<file path="src/rtl/fifo_chain_pkg.sv">
package fifo_chain_pkg;
  function automatic int ring_prev(input int idx, input int count);
    return (idx + count - 1) % count;
  endfunction
endpackage

</file>
<file path="src/rtl/chain_mem.sv">
module chain_mem #(
  parameter int DATA_W = 8,
  parameter int DEPTH  = 4,
  localparam int ADDR_W = (DEPTH > 1) ? $clog2(DEPTH) : 1
) (
  input  logic              clk,
  input  logic              we,
  input  logic [ADDR_W-1:0] waddr,
  input  logic [DATA_W-1:0] wdata,
  input  logic              re,
  input  logic [ADDR_W-1:0] raddr,
  output logic [DATA_W-1:0] rdata
);
  logic [DATA_W-1:0] store [DEPTH];

  always_ff @(posedge clk) begin
    if (we) store[waddr] <= wdata;
    if (re) rdata <= store[raddr];
  end
endmodule

</file>
<file path="src/rtl/chain_token.sv">
module chain_token #(
  parameter int DEPTH = 4,
  localparam int ADDR_W = (DEPTH > 1) ? $clog2(DEPTH) : 1
) (
  input  logic              clk,
  input  logic              rst,
  input  logic              start_own,
  input  logic              pass_in,
  input  logic              req,
  input  logic              blocked,
  output logic              hold,
  output logic              fire,
  output logic [ADDR_W-1:0] ptr,
  output logic              pass_out
);
  localparam logic [ADDR_W-1:0] LAST = ADDR_W'(DEPTH - 1);

  assign fire     = req && hold && !blocked;
  assign pass_out = fire && (ptr == LAST);

  always_ff @(posedge clk) begin
    if (rst) begin
      hold <= start_own;
      ptr  <= '0;
    end else begin
      hold <= (hold && !pass_out) || pass_in;
      if (fire) ptr <= (ptr == LAST) ? '0 : ptr + 1'b1;
    end
  end

  assert_take_on_pass_R3: assert property (@(posedge clk) disable iff (rst)
    pass_in |=> hold);
  assert_keep_token_R11: assert property (@(posedge clk) disable iff (rst)
    (hold && !pass_out && !pass_in) |=> hold);
  assert_no_fire_without_token_R2: assert property (@(posedge clk) disable iff (rst)
    !hold |=> $stable(ptr));
endmodule

</file>
<file path="src/rtl/chain_slice.sv">
module chain_slice #(
  parameter int DATA_W   = 8,
  parameter int DEPTH    = 4,
  parameter int AE_LEVEL = 1,
  parameter int AF_LEVEL = 1,
  localparam int ADDR_W  = (DEPTH > 1) ? $clog2(DEPTH) : 1,
  localparam int CNT_W   = $clog2(DEPTH + 1)
) (
  input  logic              clk,
  input  logic              rst,
  input  logic              start_own,
  input  logic              wr_en,
  input  logic [DATA_W-1:0] wr_data,
  input  logic              wr_pass_in,
  input  logic              rd_en,
  input  logic              rd_pass_in,
  output logic              wr_pass_out,
  output logic              rd_pass_out,
  output logic              wr_hold,
  output logic              rd_hold,
  output logic [DATA_W-1:0] rd_q,
  output logic              rd_v,
  output logic              full_f,
  output logic              empty_f,
  output logic              ae_f,
  output logic              af_f
);
  localparam logic [CNT_W-1:0] CAP   = CNT_W'(DEPTH);
  localparam logic [CNT_W-1:0] AE_TH = CNT_W'(AE_LEVEL);
  localparam logic [CNT_W-1:0] AF_TH = CNT_W'(DEPTH - AF_LEVEL);

  logic [CNT_W-1:0]  count;
  logic              at_cap, at_zero;
  logic              wfire, rfire;
  logic [ADDR_W-1:0] wptr, rptr;
  logic [DATA_W-1:0] mem_q;

  assign at_cap  = (count == CAP);
  assign at_zero = (count == '0);

  chain_token #(.DEPTH(DEPTH)) wtok_i (
    .clk(clk), .rst(rst), .start_own(start_own), .pass_in(wr_pass_in),
    .req(wr_en), .blocked(at_cap), .hold(wr_hold), .fire(wfire),
    .ptr(wptr), .pass_out(wr_pass_out)
  );

  chain_token #(.DEPTH(DEPTH)) rtok_i (
    .clk(clk), .rst(rst), .start_own(start_own), .pass_in(rd_pass_in),
    .req(rd_en), .blocked(at_zero), .hold(rd_hold), .fire(rfire),
    .ptr(rptr), .pass_out(rd_pass_out)
  );

  chain_mem #(.DATA_W(DATA_W), .DEPTH(DEPTH)) mem_i (
    .clk(clk), .we(wfire), .waddr(wptr), .wdata(wr_data),
    .re(rfire), .raddr(rptr), .rdata(mem_q)
  );

  always_ff @(posedge clk) begin
    if (rst) begin
      count <= '0;
      rd_v  <= 1'b0;
    end else begin
      rd_v <= rfire;
      case ({wfire, rfire})
        2'b10:   count <= count + 1'b1;
        2'b01:   count <= count - 1'b1;
        default: count <= count;
      endcase
    end
  end

  assign rd_q    = rd_v ? mem_q : '0;
  assign full_f  = wr_hold && at_cap;
  assign empty_f = rd_hold && at_zero;
  assign ae_f    = rd_hold && (count <= AE_TH);
  assign af_f    = wr_hold && (count >= AF_TH);

  assert_no_overflow_R6: assert property (@(posedge clk) disable iff (rst)
    at_cap |=> (count <= CAP));
  assert_no_underflow_R7: assert property (@(posedge clk) disable iff (rst)
    (at_zero && !wfire) |=> at_zero);
endmodule

</file>
<file path="src/rtl/fifo_chain.sv">
module fifo_chain
  import fifo_chain_pkg::*;
#(
  parameter int NUM_SLICES  = 3,
  parameter int SLICE_DEPTH = 4,
  parameter int DATA_W      = 8,
  parameter int AE_LEVEL    = 1,
  parameter int AF_LEVEL    = 1
) (
  input  logic                  clk,
  input  logic                  rst,
  input  logic [NUM_SLICES-1:0] start_owner,
  input  logic                  wr_en,
  input  logic [DATA_W-1:0]     wr_data,
  input  logic                  rd_en,
  output logic [DATA_W-1:0]     rd_data,
  output logic                  rd_valid,
  output logic                  empty,
  output logic                  full,
  output logic                  almost_empty,
  output logic                  almost_full,
  output logic [NUM_SLICES-1:0] wr_token,
  output logic [NUM_SLICES-1:0] rd_token
);
  logic [NUM_SLICES-1:0] wxo, rxo, rv, ff, ef, aef, aff;
  logic [DATA_W-1:0]     q [NUM_SLICES];

  for (genvar i = 0; i < NUM_SLICES; i++) begin : g_slice
    localparam int PREV = ring_prev(i, NUM_SLICES);
    chain_slice #(
      .DATA_W(DATA_W), .DEPTH(SLICE_DEPTH),
      .AE_LEVEL(AE_LEVEL), .AF_LEVEL(AF_LEVEL)
    ) slice_i (
      .clk(clk), .rst(rst), .start_own(start_owner[i]),
      .wr_en(wr_en), .wr_data(wr_data), .wr_pass_in(wxo[PREV]),
      .rd_en(rd_en), .rd_pass_in(rxo[PREV]),
      .wr_pass_out(wxo[i]), .rd_pass_out(rxo[i]),
      .wr_hold(wr_token[i]), .rd_hold(rd_token[i]),
      .rd_q(q[i]), .rd_v(rv[i]),
      .full_f(ff[i]), .empty_f(ef[i]), .ae_f(aef[i]), .af_f(aff[i])
    );
  end

  always_comb begin
    rd_data = '0;
    for (int i = 0; i < NUM_SLICES; i++) rd_data = rd_data | q[i];
  end

  assign rd_valid     = |rv;
  assign empty        = |ef;
  assign full         = |ff;
  assign almost_empty = |aef;
  assign almost_full  = |aff;

  assert_one_write_token_R11: assert property (@(posedge clk) disable iff (rst)
    $countones(wr_token) == 1);
  assert_one_read_token_R11: assert property (@(posedge clk) disable iff (rst)
    $countones(rd_token) == 1);
  assert_single_reader_R8: assert property (@(posedge clk) disable iff (rst)
    $onehot0(rv));
  assert_not_both_flags_R6: assert property (@(posedge clk) disable iff (rst)
    !(full && empty));
  assert_token_moves_R3: assert property (@(posedge clk) disable iff (rst)
    (|wxo) |=> !$stable(wr_token) || (NUM_SLICES == 1));
endmodule

</file>
<file path="config.mk">
export PLATFORM = sky130hd
export DESIGN_NAME = fifo_chain
export DESIGN_NICKNAME = d
export VERILOG_FILES = /design/src/rtl/fifo_chain_pkg.sv /design/src/rtl/chain_mem.sv /design/src/rtl/chain_token.sv /design/src/rtl/chain_slice.sv /design/src/rtl/fifo_chain.sv
export SDC_FILE = /design/constraint.sdc
export NUM_CORES = 1
export LEC_CHECK = 0
export BUFFER_PORTS_ARGS = -buffer_cell sky130_fd_sc_hd__buf_2
export CAP_MARGIN = 40
export CORE_MARGIN = 5
export CORE_UTILIZATION = 35
export DETAILED_ROUTE_END_ITERATION = 7
export GPL_TIMING_DRIVEN = 0
export PLACE_DENSITY = 0.49
export SYNTH_ARGS = -nofsm -noshare
export SYNTH_HDL_FRONTEND = slang
export SYNTH_SLANG_ARGS = --single-unit
</file>
<file path="constraint.sdc">
create_clock -name clk -period 2.8 [get_ports clk]
set_input_delay 0.84 -clock clk [delete_from_list [all_inputs] [get_ports clk]]
set_output_delay 0.84 -clock clk [all_outputs]
set_load 0.05 [all_outputs]
</file>
==> results.yml, run 1 <==
status:
  run_status: "finished, final reports clean"
clock_network:
  cts_num_sinks: 150
  clk_pin_slew_ns: 0.06
  clock_path_buffers: 2
  ctsHoldBuffers: 0
  root_buffer: "clkbuf_16"
  cts_tree: "yes"
  cts_buffers: 17
  cts_max_level: 4
  insertion_delay_ns: 0.41
worst_setup_path:
  crit_fanout: 3
  critPathRequiredTime_ns: 1.96
  path_class: "reg2out"
  endpoint_kind: "output port"
  start_kind: "flip-flop"
  ff2ff_path_depth: 9
  arrival_ns: 1.90
detailed_routing:
  dr.pass1.iters: 5
  totalWireLength_um: 13300
  drc_errors: 0
  drtIter0Drc: 200
  vias: 3542
  routedWlPerCell_um: 18.5
  ant_nets: 0
  vias_per_cell: 4.95
die:
  die_w_um: 145
  fp.dieH_um: 145
  core_um2: 17900
  core.rowCount: 49
  design.die.area_um2: 21000
  io-pin-count: 34
  initial_core_util_pct: 35.5
logic_synthesis:
  ys_ff_latch: 150
  avgSynthCellArea_um2: 15.3
  synth_top_flop_cell: "edfxtp_1"
  synth_most_common_cell: "edfxtp_1"
  async_reset_ff_share_pct: 0
  yosys.area.top_type: "edfxtp_1"
  synth_cell_types: 38
  yosysWarningCount: 0
  synth_top_area_share_pct: 56.7
  synthesis.area_um2: 6360
  synth_fp_nets: 464
  synthCells: 416
  synth_enable_flop_cells: 120
  ys_seq_area_share_pct: 66.1
  yosys-top-cells-area: "edfxtp_1 (57%), dfxtp_1 (9.4%), mux4_2 (8.5%)"
  synth_top_cells_by_count: "edfxtp_1 (120), inv_1 (36), ha_1 (33), dfxtp_1 (30), mux4_2 (24)"
timing:
  fin_crit_sh_pct: 97.7
  fin_crit_ns: 2.74
  rsz0062_at_grt: "false"
  tightest_slew_ns: 0.632
  hold_viol_final: 0
  worst_slack_ns: 0.0631
  fin_tns_setup_ns: 0
  slew_viol_final: 0
  setup_viol: 0
  finClkSkew_ns: 0.00841
  maxSlewHeadroom_pct: 57.9
  fmax_mhz: 365
layout:
  fin_nets: 522
  area_delta_synth_final_pct: 17.9
  antenna_cells: 0
  final_core_util_pct: 41.9
  drive_gt1_share_pct: 25.7
  design_area_um2: 7500
global_route:
  grt_max_degree: 17
  grt_usage_pct: 13.5
  antenna_found_initial: 0
  grt_pass1_vias: 3756
  grt_pass1_wl_um: 20700
  grt_overflow: 0
placement:
  dpl_cell_area_um2: 6850
  hpwl_um: 9430
  dp_slack_ns: 0.0521
  io_buffers: 31
  gp_congestion: 0.795
job:
  cap_violations: 0
power_and_ir_drop:
  ir_worst_vdd_mv: 0.419
  power.leakage_nw: 2.76
  power.density_nw_per_um2: 817
  power.total_mw: 6.12
worst_hold_path:
  hp-class: "reg2reg"
  min_path_cells: 2
-- path summary, 6_finish.rpt --
check | startpoint | to | slack, ns
hold reg to reg | g_slice[0].slice_i.wtok_i.ptr[1] | g_slice[0].slice_i.wtok_i.ptr[1] | 0.52
hold / removal | g_slice[0].slice_i.wtok_i.ptr[1] | g_slice[0].slice_i.wtok_i.ptr[1] | 0.52
setup reg to reg | g_slice[2].slice_i.count[1] | g_slice[2].slice_i.count[1] | 0.67
setup / recovery | g_slice[0].slice_i.count[0] | almost_full | 0.06
-- critical path, stage by stage, from the launching register on --
cell and delay (ns):
dfxtp_4 0.35, ha_2 0.18, ha_2 0.16, a211o_1 0.24
a222oi_1 0.32, inv_1 0.08, buf_6 0.16
-- where the power goes --
part           leakage (nW)  switching [mW]  internal (mW)
registers              1.34           0.104           2.61
clock network         0.285           0.967           1.27
logic                  1.13           0.731          0.449
total                  2.76            1.80           4.32
-- cell families (layout without fill, tap and decap cells) --
logic type               after synthesis  in the layout  synth area share, %
multiplexers                          24             24                 8.50
flip-flops                           150            150                 66.1
adder cells (fa/ha/maj)               33             33                 6.49
AO/OA/AOI/OAI                         67             67                 7.16
XOR/XNOR                               6              6                0.827
AND/OR/NAND/NOR                       79             79                 6.93
buffers and inverters                 57            128                 3.96
-- per-layer routing --
metal  GRT usage, %  share of wire [%]  vias to the layer above
met1           17.0                 43                     1757
met4           3.83               0.85                        0
li1               -                  -                     1707
met5              0                  0                        -
met2           22.9                 51                       70
met3           3.81                4.3                        8
-- per-stage QoR --
step	std cells	hold WS [ns]
after floorplan	416	0.487
after CTS	712	0.524
final	716	0.521
after detailed placement	680	0.515
after global placement	676	0.505
after global routing	716	0.553
-- flip-flops by register name (all words and copies together) (netlist names) --
| signal | count |
|---|---|
| g_slice.slice_i.wtok_i.ptr | 6 |
| g_slice.slice_i.mem_i.store | 96 |
| g_slice.slice_i.rtok_i.ptr | 6 |
| g_slice.slice_i.wtok_i.hold | 3 |
| g_slice.slice_i.mem_i.rdata | 24 |
| g_slice.slice_i.count | 9 |
| g_slice.slice_i.rtok_i.hold | 3 |
| g_slice.slice_i.rd_v | 3 |
-- cell type report --
| cell class | count | area [µm²] |
|---|---|---|
| buffer | 21 | 116 |
| clock buffer | 18 | 429 |
| clock inverter | 14 | 153 |
| fill | 1663 | 10400 |
| inverter | 36 | 135 |
| multi-input combinational | 209 | 1930 |
| sequential | 150 | 4220 |
| tap | 229 | 287 |
| timing repair buffer | 39 | 228 |
-- what timing repair did --
action	in CTS	in global routing
setup buffers	0	4
gates resized for setup	6	11
setup endpoints to repair	2	3
pin swaps	1	1
-- layout by cell type, fill, tap and decap left out, drive strengths merged, types with 3 or more instances in the layout --
| cell | count |
|---|---|
| nor2b | 3 |
| nand2b | 6 |
| edfxtp | 120 |
| o32ai | 3 |
| a211oi | 3 |
| xor2 | 6 |
| nor3b | 4 |
| clkbuf | 25 |
| a31oi | 7 |
| and2 | 12 |
| dfxtp | 30 |
| o31a | 4 |
| a21oi | 15 |
| a211o | 3 |
| nand3 | 3 |
| ha | 33 |
| nor2 | 18 |
| or2b | 3 |
| a222oi | 9 |
| nand2 | 14 |
| buf | 53 |
| o21ai | 16 |
| inv | 46 |
| mux4 | 24 |
| nand4 | 6 |
| or4 | 6 |
Power figures use the tool's default switching activity.
==> inputs of run 2 (changes only) <==
--- a/config.mk
+++ b/config.mk
@@ -12,6 +12,7 @@
 export DETAILED_ROUTE_END_ITERATION = 7
 export GPL_TIMING_DRIVEN = 0
 export PLACE_DENSITY = 0.49
+export REMOVE_ABC_BUFFERS = 1
 export SYNTH_ARGS = -nofsm -noshare
 export SYNTH_HDL_FRONTEND = slang
 export SYNTH_SLANG_ARGS = --single-unit
==> results.yml, run 2 (synthesis results as in run 1) <==
status:
  run_status: "finished, final reports clean"
power_and_ir_drop:
  ir_worst_vdd_mv: 0.480
  power.density_nw_per_um2: 803
  power.total_mw: 5.86
  power.leakage_nw: 2.66
worst_setup_path:
  r2r-start: "g_slice[1].slice_i.count[1]"
  crit_fanout: 5
  start_kind: "flip-flop"
  reg2reg_to: "g_slice[1].slice_i.count[1]"
  crit_cells: 6
  cp_slowest_cell: "dfxtp_4"
  endpoint_kind: "output port"
  arrival_ns: 1.93
  critical_path.max_stage_delay_ns: 0.36
  path_class: "reg2out"
  critPathRequiredTime_ns: 1.96
  critPathTopFamily: "compound AO/OA/AOI/OAI gates"
  crit_end: "almost_full"
  cp-startpoint: "g_slice[0].slice_i.count[0]"
  rrSetupSlack_ns: 0.66
  critPathBufInv: 2
  ff2ff_path_depth: 9
  worstPathCellList: "ha_2, ha_1, a211o_1, a222oi_1, inv_1, buf_6"
die:
  fp.dieH_um: 145
  initial_core_util_pct: 35.5
  die_w_um: 145
  core.rowCount: 49
  core_um2: 17900
  io-pin-count: 34
  design.die.area_um2: 21000
layout:
  largest_register_ffs: 96
  area_delta_synth_final_pct: 14.7
  largestRegisters: "g_slice.slice_i.mem_i.store x96, g_slice.slice_i.mem_i.rdata x24, g_slice.slice_i.count x9"
  mostFrequentLayoutCells: "edfxtp_1 (120), inv_1 (36), ha_1 (32)"
  regMostFlops: "g_slice.slice_i.mem_i.store"
  drive_gt1_share_pct: 22.8
  design_area_um2: 7290
  antenna_cells: 0
  final_common_cell: "edfxtp_1"
  fin_nets: 500
clock_network:
  cts_buffers: 17
  cts_tree: "yes"
  cts_max_level: 4
  cts_num_sinks: 150
  clock_path_buffers: 2
  insertion_delay_ns: 0.42
  ctsHoldBuffers: 0
  root_buffer: "clkbuf_16"
  clk_pin_slew_ns: 0.06
timing:
  fin_crit_ns: 2.77
  finClkSkew_ns: 0.00844
  tightest_slew_ns: 0.704
  fin_crit_sh_pct: 98.9
  setup_viol: 0
  rsz0062_at_grt: "true"
  slew_viol_final: 0
  hold_viol_final: 0
  fmax_mhz: 361
  maxSlewHeadroom_pct: 53.1
global_route:
  antenna_found_initial: 0
  busiest_layer: "met2"
  grtUsageMet3_pct: 4.14
  grt_pass1_wl_um: 20000
  grt_max_degree: 37
  gr-usage-met1_pct: 17.2
  grt_pass1_vias: 3552
  grt_usage_pct: 13.1
  grt_overflow: 0
  use_met2_pct: 21.2
job:
  cap_violations: 0
placement:
  hpwl_um: 8910
  io_buffers: 33
  gp_congestion: 0.791
  dpl_cell_area_um2: 6740
detailed_routing:
  totalWireLength_um: 12800
  routedWlPerCell_um: 18.5
  drtIter0Drc: 198
  ant_nets: 0
  drc_errors: 0
  vias_per_cell: 5.01
  dr.pass1.iters: 4
  vias: 3475
worst_hold_path:
  hp-class: "reg2reg"
## run 2: worst min path at each step
stage | start | end | cells after the start
CTS | g_slice[2].slice_i.wtok_i.ptr[1] | g_slice[2].slice_i.wtok_i.ptr[1] | 2
global placement | g_slice[1].slice_i.wtok_i.ptr[1] | g_slice[1].slice_i.wtok_i.ptr[1] | 2
floorplan | g_slice[0].slice_i.wtok_i.ptr[1] | g_slice[0].slice_i.wtok_i.ptr[1] | 2
finish | g_slice[2].slice_i.wtok_i.ptr[1] | g_slice[2].slice_i.wtok_i.ptr[1] | 2
global route | g_slice[2].slice_i.wtok_i.ptr[1] | g_slice[2].slice_i.wtok_i.ptr[1] | 2
detailed placement | g_slice[2].slice_i.wtok_i.ptr[1] | g_slice[2].slice_i.wtok_i.ptr[1] | 2
## run 2: power breakdown
group	internal, mW	total [mW]	switching, mW
logic	0.399	1.04	0.644
registers	2.60	2.77	0.167
clock network	1.13	2.04	0.911
## run 2: per-layer routing
| metal | wire [µm] | vias up |
|---|---|---|
| met5 | 0 | - |
| met1 | 5750 | 1730 |
| met3 | 688 | 6 |
| li1 | - | 1661 |
| met2 | 6290 | 78 |
| met4 | 84 | 0 |
## run 2: layout make-up
type	count	area, µm²
Sequential cell	150	4210
Clock buffer	17	425
Tap cell	229	287
Clock inverter	15	100
Fill cell	1663	10600
Inverter	36	135
Timing Repair Buffer	38	215
Multi-Input combinational cell	209	1920
## run 2: repair_timing
| item | 4_1_cts | 5_1_grt |
|---|---|---|
| gates resized for setup | 4 | 6 |
| endpoints found under the setup margin | 1 | 3 |
| pin swaps | 1 | 1 |
| setup buffers | 0 | 1 |
## run 2: through the flow
| step | setup TNS [ns] | hold WS [ns] | setup slack, ns | util [%] | instances |
|---|---|---|---|---|---|
| 6_report | 0 | 0.530 | 0.0316 | 40.7 | 694 |
| 5_1_grt | -0.121 | 0.561 | -0.0621 | 40.7 | 694 |
| 4_1_cts | 0 | 0.533 | 0.00313 | 40.6 | 693 |
| 3_5_place_dp | 0 | 0.524 | 0.371 | 37.7 | 661 |
| 3_3_place_gp | -5.92 | 0.503 | -0.304 | 37.4 | 657 |
| 2_1_floorplan | 0 | 0.481 | 0.348 | - | 395 |
## run 2: worst reg2reg max path, stage by stage, from the launching register on
cell and delay (ns):
dfxtp_1 0.37, inv_1 0.11, ha_1 0.24, nand2b_1 0.13, nand3_1 0.11, inv_1 0.39, ha_1 0.34, xor2_1 0.17
nor2_1 0.05, a211oi_1 0.16
